$ cat src/rtl/bmc_pkg.sv
package bmc_pkg;

  typedef enum logic [1:0] {
    PRE_BLOCK = 2'd0,
    PRE_LEFT  = 2'd1,
    PRE_RIGHT = 2'd2
  } pre_kind_e;

  localparam int unsigned HALF_CELLS = 64;
  localparam int unsigned PRE_HALVES = 8;

  // Preamble half-cell levels for a prior line level of 0; half-cell 0 is the MSB.
  function automatic logic [7:0] pre_pattern(pre_kind_e k);
    case (k)
      PRE_BLOCK: pre_pattern = 8'hE8;
      PRE_RIGHT: pre_pattern = 8'hE4;
      default:   pre_pattern = 8'hE2;
    endcase
  endfunction

endpackage

$ cat src/rtl/bmc_word_build.sv
module bmc_word_build #(
  parameter int unsigned SAMPLE_W = 16
) (
  input  logic                have_sample,
  input  logic [SAMPLE_W-1:0] sample,
  input  logic                uncorr,
  input  logic                eflag,
  input  logic                eflag_en,
  input  logic                user,
  input  logic                cs_bit,
  output logic [31:0]         word
);
  // Audio is MSB-aligned to slot 27.
  localparam int unsigned LSB_POS = 28 - SAMPLE_W;

  logic [31:0] w;

  always_comb begin
    w = '0;
    if (have_sample) begin
      w[LSB_POS +: SAMPLE_W] = sample;
      w[4]  = eflag & eflag_en;
      w[28] = uncorr;
      w[29] = user;
    end else begin
      w[28] = 1'b1;
    end
    w[30] = cs_bit;
    w[31] = ^w[30:4];
    word  = w;
  end

endmodule

$ cat src/rtl/bmc_frame_seq.sv
module bmc_frame_seq
  import bmc_pkg::*;
#(
  parameter int unsigned BLOCK_FRAMES = 192
) (
  input  logic                 clk,
  input  logic                 rst_n,
  input  logic                 clear,
  input  logic                 load,
  output pre_kind_e            kind,
  output logic [(BLOCK_FRAMES > 1 ? $clog2(BLOCK_FRAMES) : 1)-1:0] frame_idx
);
  localparam int unsigned FW = BLOCK_FRAMES > 1 ? $clog2(BLOCK_FRAMES) : 1;
  localparam logic [FW-1:0] LAST_FRAME = FW'(BLOCK_FRAMES - 1);

  logic          right_q;
  logic [FW-1:0] frame_q;

  always_comb begin
    if (right_q)              kind = PRE_RIGHT;
    else if (frame_q == '0)   kind = PRE_BLOCK;
    else                      kind = PRE_LEFT;
  end

  assign frame_idx = frame_q;

  always_ff @(posedge clk) begin
    if (!rst_n || clear) begin
      right_q <= 1'b0;
      frame_q <= '0;
    end else if (load) begin
      right_q <= ~right_q;
      if (right_q) begin
        frame_q <= (frame_q == LAST_FRAME) ? '0 : frame_q + 1'b1;
      end
    end
  end

endmodule

$ cat src/rtl/bmc_serializer.sv
module bmc_serializer
  import bmc_pkg::*;
(
  input  logic        clk,
  input  logic        rst_n,
  input  logic        ce,
  input  logic        hold,
  input  logic [31:0] word_in,
  input  pre_kind_e   kind_in,
  output logic        load,
  output logic        line
);
  logic [5:0]  hc_q;
  logic [31:0] word_q;
  pre_kind_e   kind_q;
  logic        pol_q;
  logic        line_q;
  logic [5:0]  nxt;
  logic [7:0]  pat;
  logic        level;

  assign load = ce & ~hold & (hc_q == 6'd63);
  assign nxt  = load ? 6'd0 : hc_q + 6'd1;
  assign pat  = pre_pattern(kind_q);

  always_comb begin
    if (load)                 level = ~line_q;
    else if (nxt[5:3] == 3'd0) level = pat[3'd7 - nxt[2:0]] ^ pol_q;
    else if (!nxt[0])          level = ~line_q;
    else                       level = line_q ^ word_q[nxt[5:1]];
  end

  always_ff @(posedge clk) begin
    if (!rst_n) begin
      hc_q   <= 6'd63;
      line_q <= 1'b0;
      pol_q  <= 1'b0;
      word_q <= '0;
      kind_q <= PRE_BLOCK;
    end else if (hold) begin
      hc_q   <= 6'd63;
      line_q <= 1'b0;
    end else if (ce) begin
      hc_q   <= nxt;
      line_q <= level;
      if (load) begin
        word_q <= word_in;
        kind_q <= kind_in;
        pol_q  <= line_q;
      end
    end
  end

  assign line = line_q;

endmodule

$ cat src/rtl/bmc_audio_tx.sv
module bmc_audio_tx
  import bmc_pkg::*;
#(
  parameter int unsigned SAMPLE_W     = 16,
  parameter int unsigned BLOCK_FRAMES = 192
) (
  input  logic                    clk,
  input  logic                    rst_n,
  input  logic                    ce,
  input  logic                    force_low,
  input  logic                    eflag_en,
  input  logic [BLOCK_FRAMES-1:0] cs_vec,
  input  logic                    s_valid,
  output logic                    s_ready,
  input  logic [SAMPLE_W-1:0]     s_sample,
  input  logic                    s_uncorr,
  input  logic                    s_eflag,
  input  logic                    s_user,
  output logic                    line_out
);
  localparam int unsigned FW = BLOCK_FRAMES > 1 ? $clog2(BLOCK_FRAMES) : 1;

  logic          load;
  logic          ser_line;
  pre_kind_e     kind;
  logic [FW-1:0] frame_idx;
  logic [31:0]   word;

  bmc_frame_seq #(.BLOCK_FRAMES(BLOCK_FRAMES)) u_seq (
    .clk       (clk),
    .rst_n     (rst_n),
    .clear     (force_low),
    .load      (load),
    .kind      (kind),
    .frame_idx (frame_idx)
  );

  bmc_word_build #(.SAMPLE_W(SAMPLE_W)) u_word (
    .have_sample (s_valid),
    .sample      (s_sample),
    .uncorr      (s_uncorr),
    .eflag       (s_eflag),
    .eflag_en    (eflag_en),
    .user        (s_user),
    .cs_bit      (cs_vec[frame_idx]),
    .word        (word)
  );

  bmc_serializer u_ser (
    .clk     (clk),
    .rst_n   (rst_n),
    .ce      (ce),
    .hold    (force_low),
    .word_in (word),
    .kind_in (kind),
    .load    (load),
    .line    (ser_line)
  );

  assign s_ready  = load;
  assign line_out = ser_line & ~force_low;

endmodule

$ cat config.mk
export PLATFORM = sky130hd
export DESIGN_NAME = bmc_audio_tx
export DESIGN_NICKNAME = d
export VERILOG_FILES = /design/src/rtl/bmc_pkg.sv /design/src/rtl/bmc_word_build.sv /design/src/rtl/bmc_frame_seq.sv /design/src/rtl/bmc_serializer.sv /design/src/rtl/bmc_audio_tx.sv
export SDC_FILE = /design/constraint.sdc
export NUM_CORES = 1
export LEC_CHECK = 0
export BUFFER_PORTS_ARGS = -buffer_cell sky130_fd_sc_hd__buf_2
export CORE_AREA = 2 2 96 98
export DETAILED_ROUTE_END_ITERATION = 7
export DIE_AREA = 0 0 98 100
export GPL_ROUTABILITY_DRIVEN = 0
export PLACE_DENSITY = 0.8
export SLEW_MARGIN = 20
export SYNTH_ARGS = -nofsm -noshare
export SYNTH_HDL_FRONTEND = slang
export SYNTH_SLANG_ARGS = --single-unit
$ cat constraint.sdc
create_clock -name clk -period 3.6 [get_ports clk]
set_clock_uncertainty 0.1 [all_clocks]
set_input_delay 0.18 -clock clk [delete_from_list [all_inputs] [get_ports clk]]
set_output_delay 0.18 -clock clk [all_outputs]
set_load 0.05 [all_outputs]
## Word level (Yosys, flattened, before mapping)

Cells that the tools add are included.

| word-level totals | value |
|---|---|
| bits in latches | 0 |
| flip-flop bits (word level) | 40 |
| ROM bits | 0 |
| memories kept | 0 |
| bits of input ports | 217 |
| RAM bits | 0 |

| cells by class | value |
|---|---|
| bitwise gates (word level) | 10 |
| equal/unequal tests | 3 |
| shift operators | 0 |
| div/mod/pow operators | 0 |
| multipliers | 0 |
| reductions and logical operators | 9 |
| $lt $le $gt $ge | 3 |
| $add $sub $neg | 3 |
| mux-type cells | 18 |

Operators with widths:

| kind | number |
|---|---|
| 27-bit XOR reduction | 1 |
| 16-bit 2-to-1 mux | 1 |
| 1-bit 2-to-1 mux | 10 |
| 8-bit by 9-bit less-than comparator with 1-bit output, second input constant | 1 |
| 8-bit by 1-bit adder with 8-bit output, second input constant | 1 |
| 1-bit binary-select mux with 8-bit select | 1 |
| 8-bit == test, second input constant | 1 |
| 8-bit zero test | 1 |
| 8-bit 2-to-1 mux | 1 |
| 4-bit one-hot mux with 2 select lines | 1 |
| 6-bit by 1-bit adder with 6-bit output, second input constant | 1 |
| 6-bit == test, second input constant | 1 |
| 5-bit by 6-bit less-than comparator with 1-bit output, second input constant | 1 |
| 6-bit 2-to-1 mux | 1 |
| 1-bit binary-select mux with 5-bit select | 1 |
| 1-bit bitwise AND | 4 |
| 3-bit by 4-bit less-than comparator with 1-bit output, second input constant | 1 |
| 1-bit NOT | 4 |
| 1-bit binary-select mux with 3-bit select | 1 |
| 3-bit zero test | 1 |
| 3-bit AND reduction | 1 |
| 3-bit subtractor, first input constant | 1 |
| 2-bit == test, second input constant | 1 |
| 2-bit zero test | 1 |
| 6 further kinds | 7 |

## Logic depth before layout (Yosys ltp)

Gate-level depths: netlist (run 1).

| logic depth | value |
|---|---|
| word-level depth | 10 |
| mapped depth | 10 |

## Hierarchy

From an unflattened synthesis (run 1), not the netlist that was laid out.

| second synthesis, totals | value |
|---|---|
| cell total of the unflattened synthesis | 478 |
| area, all modules | 4649.5 um^2 |

Modules (own cells, without submodules):

| module | area each (um^2) | cells each | instances | seq. area each (um^2) |
|---|---|---|---|---|
| bmc_serializer | 2039.5 | 224 | 1 | 840.8 |
| bmc_audio_tx | 1750.4 | 143 | 1 | 0.0 |
| bmc_frame_seq | 460.4 | 55 | 1 | 180.2 |
| bmc_word_build | 399.1 | 56 | 1 | 0.0 |

## Worst setup path before layout (run 1)

OpenSTA, ideal clock, no wires.

| timing path | value |
|---|---|
| path kind | register to register |
| start point | register u_ser.hc_q[0] |
| end point | register u_ser.line_q, in the netlist u_ser.line |
| arrival | 2.470 ns |
| cell stages (with the launch flop) | 9 |
| slack | 0.910 ns |
| cells stage by stage | dfxtp_1 > ha_1 > xor2_1 > mux4_2 > mux2i_1 > o22ai_1 > nor3_1 > a211oi_1 > o31a_1 |

| between the ends | value |
|---|---|
| cells in the longest elaborated chain, start to end | 9 |
| elaborated cells on any way between the ends | 15 |
| those cells by class | add/sub (2); eq/ne (1); mux (8); bitwise (3); reduce/logical (1) |

RTL lines:

| item | line | source |
|---|---|---|
| from (decl) | bmc_serializer.sv:13 | `logic [5:0] hc_q;` |
| from (signal assigned) | bmc_serializer.sv:44 | `hc_q <= nxt;` |
| branches (longest 8 deep; another with 6-bit by 1-bit adder with 6-bit output) | n/a |  |
| 1-bit 2-to-1 mux (*) | bmc_serializer.sv:27 | `if (load) level = ~line_q;` |
| to (signal assigned) | bmc_serializer.sv:45 | `line_q <= level;` |
| to (decl) | bmc_serializer.sv:17 | `logic line_q;` |

Mark *: on every way between the ends. The select of a mux whose other input is x is not followed.
A chain may end at the register's enable or synchronous reset.

## Final worst setup path (run 1)

Ends and elaborated chain as after synthesis.

==> results of run 1 <==
-- worst max-delay path: stages, from the launching register on --
cell	delay [ps]
dfxtp_1	420
ha_1	280
xor2_1	670
mux4_2	590
mux2i_1	170
o22ai_1	100
nor3_1	230
a211oi_1	80
o31a_1	310
-- cell type report --
| class | instances | share of cell area (%) |
|---|---|---|
| timing repair buffer | 228 | 22.9 |
| sequential | 40 | 15.9 |
| clock inverter | 2 | 0.246 |
| inverter | 8 | 0.591 |
| tap | 111 | 2.73 |
| multi-input combinational | 298 | 56.1 |
| clock buffer | 6 | 1.43 |
| antenna | 2 | 0.0985 |
-- worst paths after layout --
kind / start / to / slack, ps / depth (start not counted)
setup / recovery: u_ser.hc_q[0]$_SDFFE_PP1P_ / u_ser.line$_SDFFE_PP0P_ / 540 / 8
hold / removal: s_sample[10] / u_ser.word_q[22]$_SDFFE_PN0P_ / 70 / 3
hold reg to reg: u_ser.word_q[14]$_SDFFE_PN0P_ / u_ser.word_q[14]$_SDFFE_PN0P_ / 370 / 2
setup reg to reg: u_ser.hc_q[0]$_SDFFE_PP1P_ / u_ser.line$_SDFFE_PP0P_ / 540 / 8
-- kinds of logic after synthesis --
group	Yosys count	share of synthesized area, %
buf+inv	42	5.29
compound gates	66	12.0
flops	40	20.8
mux	66	36.8
fa+ha+maj	4	1.30
xor+xnor	30	6.81
simple gates	132	17.0
-- power by group --
part | leakage (nW) | switching (W) | internal, W
combinational | 1.71 | 0.000164 | 0.000210
sequential | 0.326 | 0.0000138 | 0.000455
clock | 0.0412 | 0.000163 | 0.000136
-- synth_stat cells (all sizes together) --
cell,n
mux2,1
o21ai,12
mux4,57
a311oi,1
o211a,2
o2bb2ai,1
a21boi,20
o221ai,1
dfxtp,40
nand3b,2
buf,15
ha,4
and2,1
a21oi,11
or2,1
nand3,25
nand2b,6
mux2i,8
nor3,12
o31a,1
xor2,8
nor4,6
or3,5
inv,7
nor2b,6
clkinv,1
clkbuf,19
a31oi,5
nor2,15
nand4b,1
a2111oi,3
a311o,1
nor3b,2
o311ai,1
o22ai,3
and3,5
or4,2
a211oi,3
nand2,39
a41oi,1
nand4,4
xnor2,22
-- layer usage --
layer | GRT usage, % | share of wire, %
met5 | 0 | 0
met4 | 8.23 | 3.0
met3 | 5.50 | 7.6
met2 | 43.9 | 51
met1 | 31.5 | 38
-- registers in the layout, summed over array words and instances (netlist names) --
name	count
u_ser.line	1
u_seq.frame_idx	8
u_seq.right_q	1
u_ser.word_q	21
u_ser.kind_q	2
u_ser.pol_q	1
u_ser.hc_q	6
-- through the flow --
stage / cell area [um^2] / utilization, %
after floorplan: 3860 / -
after global placement: 4990 / 56.2
after detailed placement: 4990 / 56.2
after CTS: 5080 / 57.1
after global routing: 5080 / 57.1
final: 5080 / 57.2
==> impl_metrics.yaml, run 1 <==
yosys:
  ys.warnings.count: 0
  ys_seq_elements: 40
  synthCells: 380
  synth_fp_nets: 601
  yosys.area.top_type: "mux4_2"
  synth.distinct_cells: 49
  synth_top_area_share_pct: 26.3
  synthTopCellsByArea: "mux4_2 (26%), dfxtp_1 (21%), mux4_1 (8.2%)"
  avgSynthCellArea_um2: 10.1
  yosysSeqAreaShare_pct: 20.8
  synth_area_um2: 3860
timing:
  rsz0062_at_grt: "no"
  worst_hold_slack_ps: 74.7
  post-route-period-util_pct: 84.9
  worstMarginPinSlew_ps: 806
  maxSlewViolCount: 0
  tns_ps: 0
  layout_setup_ws_ps: 545
  min_period_ps: 3060
  setup_violations: 0
  hold_violations: 0
  relSlewSlack_pct: 46.1
  max_freq_ghz: 0.327
grt:
  grt_pass1_wl_mm: 19.5
  overflow: 0
  grt_pass1_vias: 3909
  antenna_found_initial: 2
  grt_max_degree: 27
  grtUsageTotal_pct: 25.3
route:
  drt_pass1_iterations: 5
  via_count: 4040
  antenna_left: 0
  routedWlPerCell_um: 18.1
  drt-total-wl_mm: 12.6
  first_iter_violations: 151
  drc: 0
  viasPerCell: 5.81
worst_setup_path:
  crit_arrival_ps: 3150
  start_kind: "register"
  end_kind: "register"
  cp_data_required_time_ps: 3690
  critical_path_class: "register to register"
  cp_max_fo: 8
clock_network:
  tritoncts: "yes"
  clock_latency_ps: 300
  post_cts_buffers: 0
  clockBufferDepth: 2
  cts_buffers: 5
  cts-htree-levels: 2
  holdBufCountCts: 0
  cts_resized: 0
  clk_pin_slew_ps: 80
  clockRootBuffer: "clkbuf_8"
  cts_sinks: 40
final_layout:
  multi_input_area_um2: 2850
  layout-drive-gt1-share_pct: 49.3
  final_cells: 695
  seqCellArea_um2: 806
  fillCellCount: 788
  mostFrequentLayoutCell: "buf_2"
  syn_to_final_growth_pct: 31.8
  finalNetCount: 802
  layout_common_cells: "buf_2 (218), mux4_2 (45), nand2_1 (39), dfxtp_1 (38), nand3_1 (25)"
flow_run:
  drv_cap: 0
placed_design:
  hpwlAfterDp_mm: 10.4
  pre_cts_ws_ps: 553
  port_buffers: 218
  dpl.cell_count: 685
power:
  powerDensity_nw_per_um2: 225
  irDropWorstVdd_mv: 0.120
  power.total_w: 0.00114
  p_leak_nw: 2.07
floorplan:
  coreArea_um2: 8890
  dieArea_um2: 9800
  die_w_um: 98
  initial_core_util_pct: 43.4
  dieHeight_um: 100
  pin_count: 219
  num_rows: 35
status:
  status: "completed"
worst_hold_path:
  min_path_type: "primary input to register"
No activity file was read; power rests on OpenSTA's default activity.
==> inputs of run 2 (changes only) <==
==> constraint.sdc (replaced) <==
create_clock -name clk -period 3 [get_ports clk]
set_clock_uncertainty 0.1 [all_clocks]
set_input_delay 0.15 -clock clk [delete_from_list [all_inputs] [get_ports clk]]
set_output_delay 0.15 -clock clk [all_outputs]
set_load 0.05 [all_outputs]
==> run 2 against run 1 <==
  * Register-to-register slack worse by 370 ps
  * Count of clock-buffer cells in the layout down 1
  * Sequential share of layout area down 0.38 points
  * Utilization up 1.4 points
  * Total power up 28%
  * Combinational power up 22%
  * Non-clock buffer count up 6
  * Critical endpoint is now u_ser.word_q[31]$_SDFFE_PN0P_
  * Highest routed layer is now met5
==> impl_metrics.yaml, run 2 (synthesized netlist as in run 1, its figures left out) <==
status:
  status: "completed"
timing:
  layout_setup_ws_ps: 172
  hold_violations: 0
  rsz0062_at_grt: "yes"
  maxSlewViolCount: 0
  max_freq_ghz: 0.354
  relSlewSlack_pct: 61.1
  setup_violations: 0
  min_period_ps: 2830
  post-route-period-util_pct: 94.3
  worstMarginPinSlew_ps: 577
final_layout:
  finalNetCount: 808
  mostFrequentLayoutCell: "buf_2"
  largest-register: "u_ser.word_q"
  seqCellArea_um2: 806
  syn_to_final_growth_pct: 35.1
  layout-drive-gt1-share_pct: 50.5
  multi_input_area_um2: 2870
  layout_common_cells: "buf_2 (218), mux4_2 (45), nand2_1 (39), dfxtp_1 (38), nand3_1 (25)"
  final_cells: 700
  largest_reg_flops: 21
  fillCellCount: 781
worst_setup_path:
  path_cells: "buf_12 > buf_4 > mux4_2 > mux2i_1 > nand3_1 > a41oi_1 > a31oi_1 > or3_1 > a31oi_1"
  critical_path_class: "register to register"
  cp_data_required_time_ps: 3130
  rrSetupSlack_ps: 170
  critPathBufInv: 2
  crit_family: "multiplexers"
  cp_max_fo: 13
  slowest_stage: "mux4_2"
  start_kind: "register"
  crit_arrival_ps: 2960
  end_kind: "register"
  slowest_delay_ps: 520
  crit_top_cell: "a31oi_1"
placed_design:
  hpwlAfterDp_mm: 10.6
  port_buffers: 218
  pre_cts_ws_ps: -12.3
  dpl.cell_count: 691
floorplan:
  die_w_um: 98
  coreArea_um2: 8890
  dieArea_um2: 9800
  pin_count: 219
  num_rows: 35
  dieHeight_um: 100
  initial_core_util_pct: 43.4
clock_network:
  clockRootBuffer: "clkbuf_8"
  post_cts_buffers: 0
  clk_pin_slew_ps: 80
  clock_latency_ps: 300
  tritoncts: "yes"
  clockBufferDepth: 2
  cts_buffers: 5
  cts_sinks: 40
  holdBufCountCts: 0
  cts-htree-levels: 2
route:
  viasPerCell: 5.87
  antenna_left: 0
  drt_pass1_iterations: 5
  drc: 0
  drt-total-wl_mm: 12.6
  routedWlPerCell_um: 18.0
  first_iter_violations: 148
  via_count: 4106
power:
  powerDensity_nw_per_um2: 280
  irDropWorstVdd_mv: 0.176
  p_leak_nw: 2.14
grt:
  overflow: 0
  grt_pass1_vias: 4128
  antenna_found_initial: 2
  grtUsageTotal_pct: 25.2
  grt_max_degree: 27
  grt_pass1_wl_mm: 19.8
worst_hold_path:
  min_path_type: "primary input to register"
flow_run:
  drv_cap: 0
run 2: cell count changes in the layout (fill, tap and decap cells not counted), sizes merged:
| cell | delta |
|---|---|
| buf | +6 |
| clkbuf | -1 |
| diode | -1 |
| bufinv | +1 |
run 2: path summary, 6_finish.rpt:
path                              startpoint                            end  cells after the start
max          u_seq.frame_idx[0]$_SDFFE_PP0P_  u_ser.word_q[31]$_SDFFE_PN0P_                      9
min reg2reg    u_ser.word_q[13]$_SDFFE_PN0P_  u_ser.word_q[13]$_SDFFE_PN0P_                      2
max reg2reg  u_seq.frame_idx[0]$_SDFFE_PP0P_  u_ser.word_q[31]$_SDFFE_PN0P_                      9
min                             s_sample[12]  u_ser.word_q[24]$_SDFFE_PN0P_                      3
run 2: through the flow:
step | instance area (um^2) | util, % | setup TNS [ps] | hold slack, ps | total power, W
4_1_cts | 5190 | 58.4 | 0 | 48.6 | 0.00146
3_5_place_dp | 5070 | 57.1 | -12.3 | 364 | 0.00102
6_report | 5210 | 58.6 | 0 | 51.6 | 0.00146
3_3_place_gp | 5070 | 57.1 | 0 | 349 | 0.00101
2_1_floorplan | 3860 | - | 0 | 188 | 0.000820
5_1_grt | 5210 | 58.6 | -1.87 | 50.8 | 0.00153
run 2: timing repair:
action / 4_1_cts / 5_1_grt
gates cloned: 0 / 0
resized for setup: 1 / 2
pin swaps: 0 / 0
endpoints found under the setup margin: 1 / 6
run 2: worst min-delay path, cell delays in order:
cell	delay (ps)
buf_2	110
nand3_1	70
a21boi_0	70
run 2: power by group:
part	leakage [nW]	internal, W	switching, W
clock network	0.0541	0.000246	0.000194
logic	1.76	0.000261	0.000197
registers	0.326	0.000546	0.0000169
total	2.14	0.00105	0.000408
run 2: layout make-up:
cell class / count / share of cell area (%)
Clock inverter: 3 / 0.817
Timing Repair Buffer: 234 / 24.0
Inverter: 8 / 0.577
Clock buffer: 5 / 1.32
Tap cell: 111 / 2.67
Antenna cell: 1 / 0.0480
Multi-Input combinational cell: 298 / 55.1
Sequential cell: 40 / 15.5
run 2: routing by layer:
metal | routed length, um | global-route usage [%] | up-vias | share of wire, %
met4 | 408 | 8.76 | 2 | 3.2
met2 | 6580 | 45.3 | 206 | 52
met3 | 919 | 4.60 | 34 | 7.3
met1 | 4680 | 30.5 | 1973 | 37
met5 | 16 | 0 | - | 0.13
li1 | - | - | 1891 | -
==> inputs of run 3 (changes only) <==
==> constraint.sdc (replaced) <==
create_clock -name clk -period 3 [get_ports clk]
set_clock_uncertainty 0.1 [all_clocks]
set_input_delay 0.3 -clock clk [delete_from_list [all_inputs] [get_ports clk]]
set_output_delay 0.3 -clock clk [all_outputs]
set_load 0.05 [all_outputs]
==> run 3 against run 2 <==
  * Count of clock-buffer cells in the layout up 2
  * Total power up 2.5%
  * Die area unchanged
  * Maximum frequency up 1.1%
  * Worst setup slack better by 32 ps
  * Non-clock buffer count down 1
  * Final area about the same
  * Critical endpoint unchanged
  * Largest cell class unchanged
  * Highest routed layer is now met4
==> impl_metrics.yaml, run 3 (synthesized netlist as in run 1, its figures left out) <==
status:
  status: "completed"
floorplan:
  die_w_um: 98
  dieHeight_um: 100
  initial_core_util_pct: 43.4
  pin_count: 219
  coreArea_um2: 8890
  num_rows: 35
  dieArea_um2: 9800
route:
  via_count: 4026
  first_iter_violations: 195
  drt-total-wl_mm: 12.5
  drt_pass1_iterations: 4
  routedWlPerCell_um: 17.9
  viasPerCell: 5.75
  antenna_left: 0
  drc: 0
worst_setup_path:
  start_kind: "register"
  rrSetupSlack_ps: 200
  r2r_start: "u_seq.frame_idx[0]$_SDFFE_PP0P_"
  end_kind: "register"
  cp_max_fo: 12
  reg2regPathDepth: 8
  cp_data_required_time_ps: 3120
  critical_path_class: "register to register"
  crit_end: "u_ser.word_q[31]$_SDFFE_PN0P_"
  crit_arrival_ps: 2920
  crit_start: "u_seq.frame_idx[0]$_SDFFE_PP0P_"
  reg2reg_to: "u_ser.word_q[31]$_SDFFE_PN0P_"
flow_run:
  drv_cap: 0
worst_hold_path:
  min_path_type: "primary input to register"
timing:
  rsz0062_at_grt: "no"
  setup_violations: 0
  post-route-period-util_pct: 93.2
  relSlewSlack_pct: 61.8
  max_freq_ghz: 0.358
  layout_setup_ws_ps: 203
  hold_violations: 0
  tns_ps: 0
  min_period_ps: 2800
  maxSlewViolCount: 0
  worstMarginPinSlew_ps: 566
grt:
  grt_max_degree: 29
  antenna_found_initial: 2
  overflow: 0
  grtUsageTotal_pct: 24.7
  grt_pass1_vias: 4104
  grt_pass1_wl_mm: 19.4
placed_design:
  hpwlAfterDp_mm: 10.5
  postPlaceCellArea_um2: 5070
  pre_cts_ws_ps: 37.4
  port_buffers: 218
clock_network:
  clk_pin_slew_ps: 80
  cts-htree-levels: 2
  cts_buffers: 5
  clockRootBuffer: "clkbuf_8"
  clock_latency_ps: 290
  tritoncts: "yes"
  cts_sinks: 40
  holdBufCountCts: 0
  clockBufferDepth: 2
final_layout:
  largest-register: "u_ser.word_q"
  finalNetCount: 807
  layout-drive-gt1-share_pct: 50.1
  mostFrequentLayoutCell: "buf_2"
  layout_common_cells: "buf_2 (218), mux4_2 (45), nand2_1 (39), dfxtp_1 (38), nand3_1 (25)"
  largest_reg_flops: 21
  post-route-util_pct: 58.6
  final_cell_area_um2: 5210
  syn_to_final_growth_pct: 35.0
power:
  irDropWorstVdd_mv: 0.177
  p_leak_nw: 2.13
  powerDensity_nw_per_um2: 288
-- run 3: final cells by class --
cell class / count / area, um^2
inverters: 8 / 30.0
flip-flops and latches: 40 / 806
multi-input cells: 298 / 2860
well taps: 111 / 139
repair buffers: 233 / 1240
clock inverters: 1 / 30.0
clock buffers: 7 / 96.3
diodes: 2 / 5.00
fillers: 778 / 3680
-- run 3: worst min path at each step --
stage	endpoint	slack, ps	start	cells past startpoint
floorplan	u_ser.word_q[13]$_SDFFE_PN0P_	340	u_ser.word_q[13]$_SDFFE_PN0P_	2
global placement	u_ser.word_q[12]$_SDFFE_PN0P_	350	u_ser.word_q[12]$_SDFFE_PN0P_	2
detailed placement	u_ser.word_q[26]$_SDFFE_PN0P_	360	u_ser.word_q[26]$_SDFFE_PN0P_	2
CTS	u_ser.word_q[24]$_SDFFE_PN0P_	210	s_sample[12]	3
global route	u_ser.word_q[13]$_SDFFE_PN0P_	210	s_sample[1]	3
finish	u_ser.word_q[18]$_SDFFE_PN0P_	210	s_sample[6]	3
-- run 3: timing repair --
| action | in CTS | in global routing |
|---|---|---|
| resized for setup | 0 | 1 |
| buffers inserted | 0 | 0 |
| endpoints found under the setup margin | 0 | 1 |
-- run 3: worst max-delay path, cell delays in order, from the launching register on --
cell     delay, ps
dfxtp_4        480
buf_4          210
mux4_2         500
mux4_2         450
a21oi_1        220
or4_1          140
a31oi_1        100
or3_1          360
a31oi_1        160
-- run 3: where the power goes --
group / switching [W] / internal (W) / total (W)
Sequential: 0.0000169 / 0.000546 / 0.000563
Combinational: 0.000199 / 0.000257 / 0.000456
Clock: 0.000185 / 0.000294 / 0.000478
Total: 0.000400 / 0.00110 / 0.00150
-- run 3: stage by stage --
step	hold WS [ps]	total power, W	instances
final	208	0.00150	700
after global routing	214	0.00156	700
after CTS	206	0.00150	698
after detailed placement	356	0.00102	690
after global placement	352	0.00101	690
after floorplan	336	0.000820	380
-- run 3: metal layers --
metal,track usage [%],vias to the layer above,part of all wire (%)
met5,0,-,0
met4,8.33,0,2.7
met3,4.87,32,8.2
met2,44.6,191,52
met1,29.5,1909,37
li1,-,1894,-
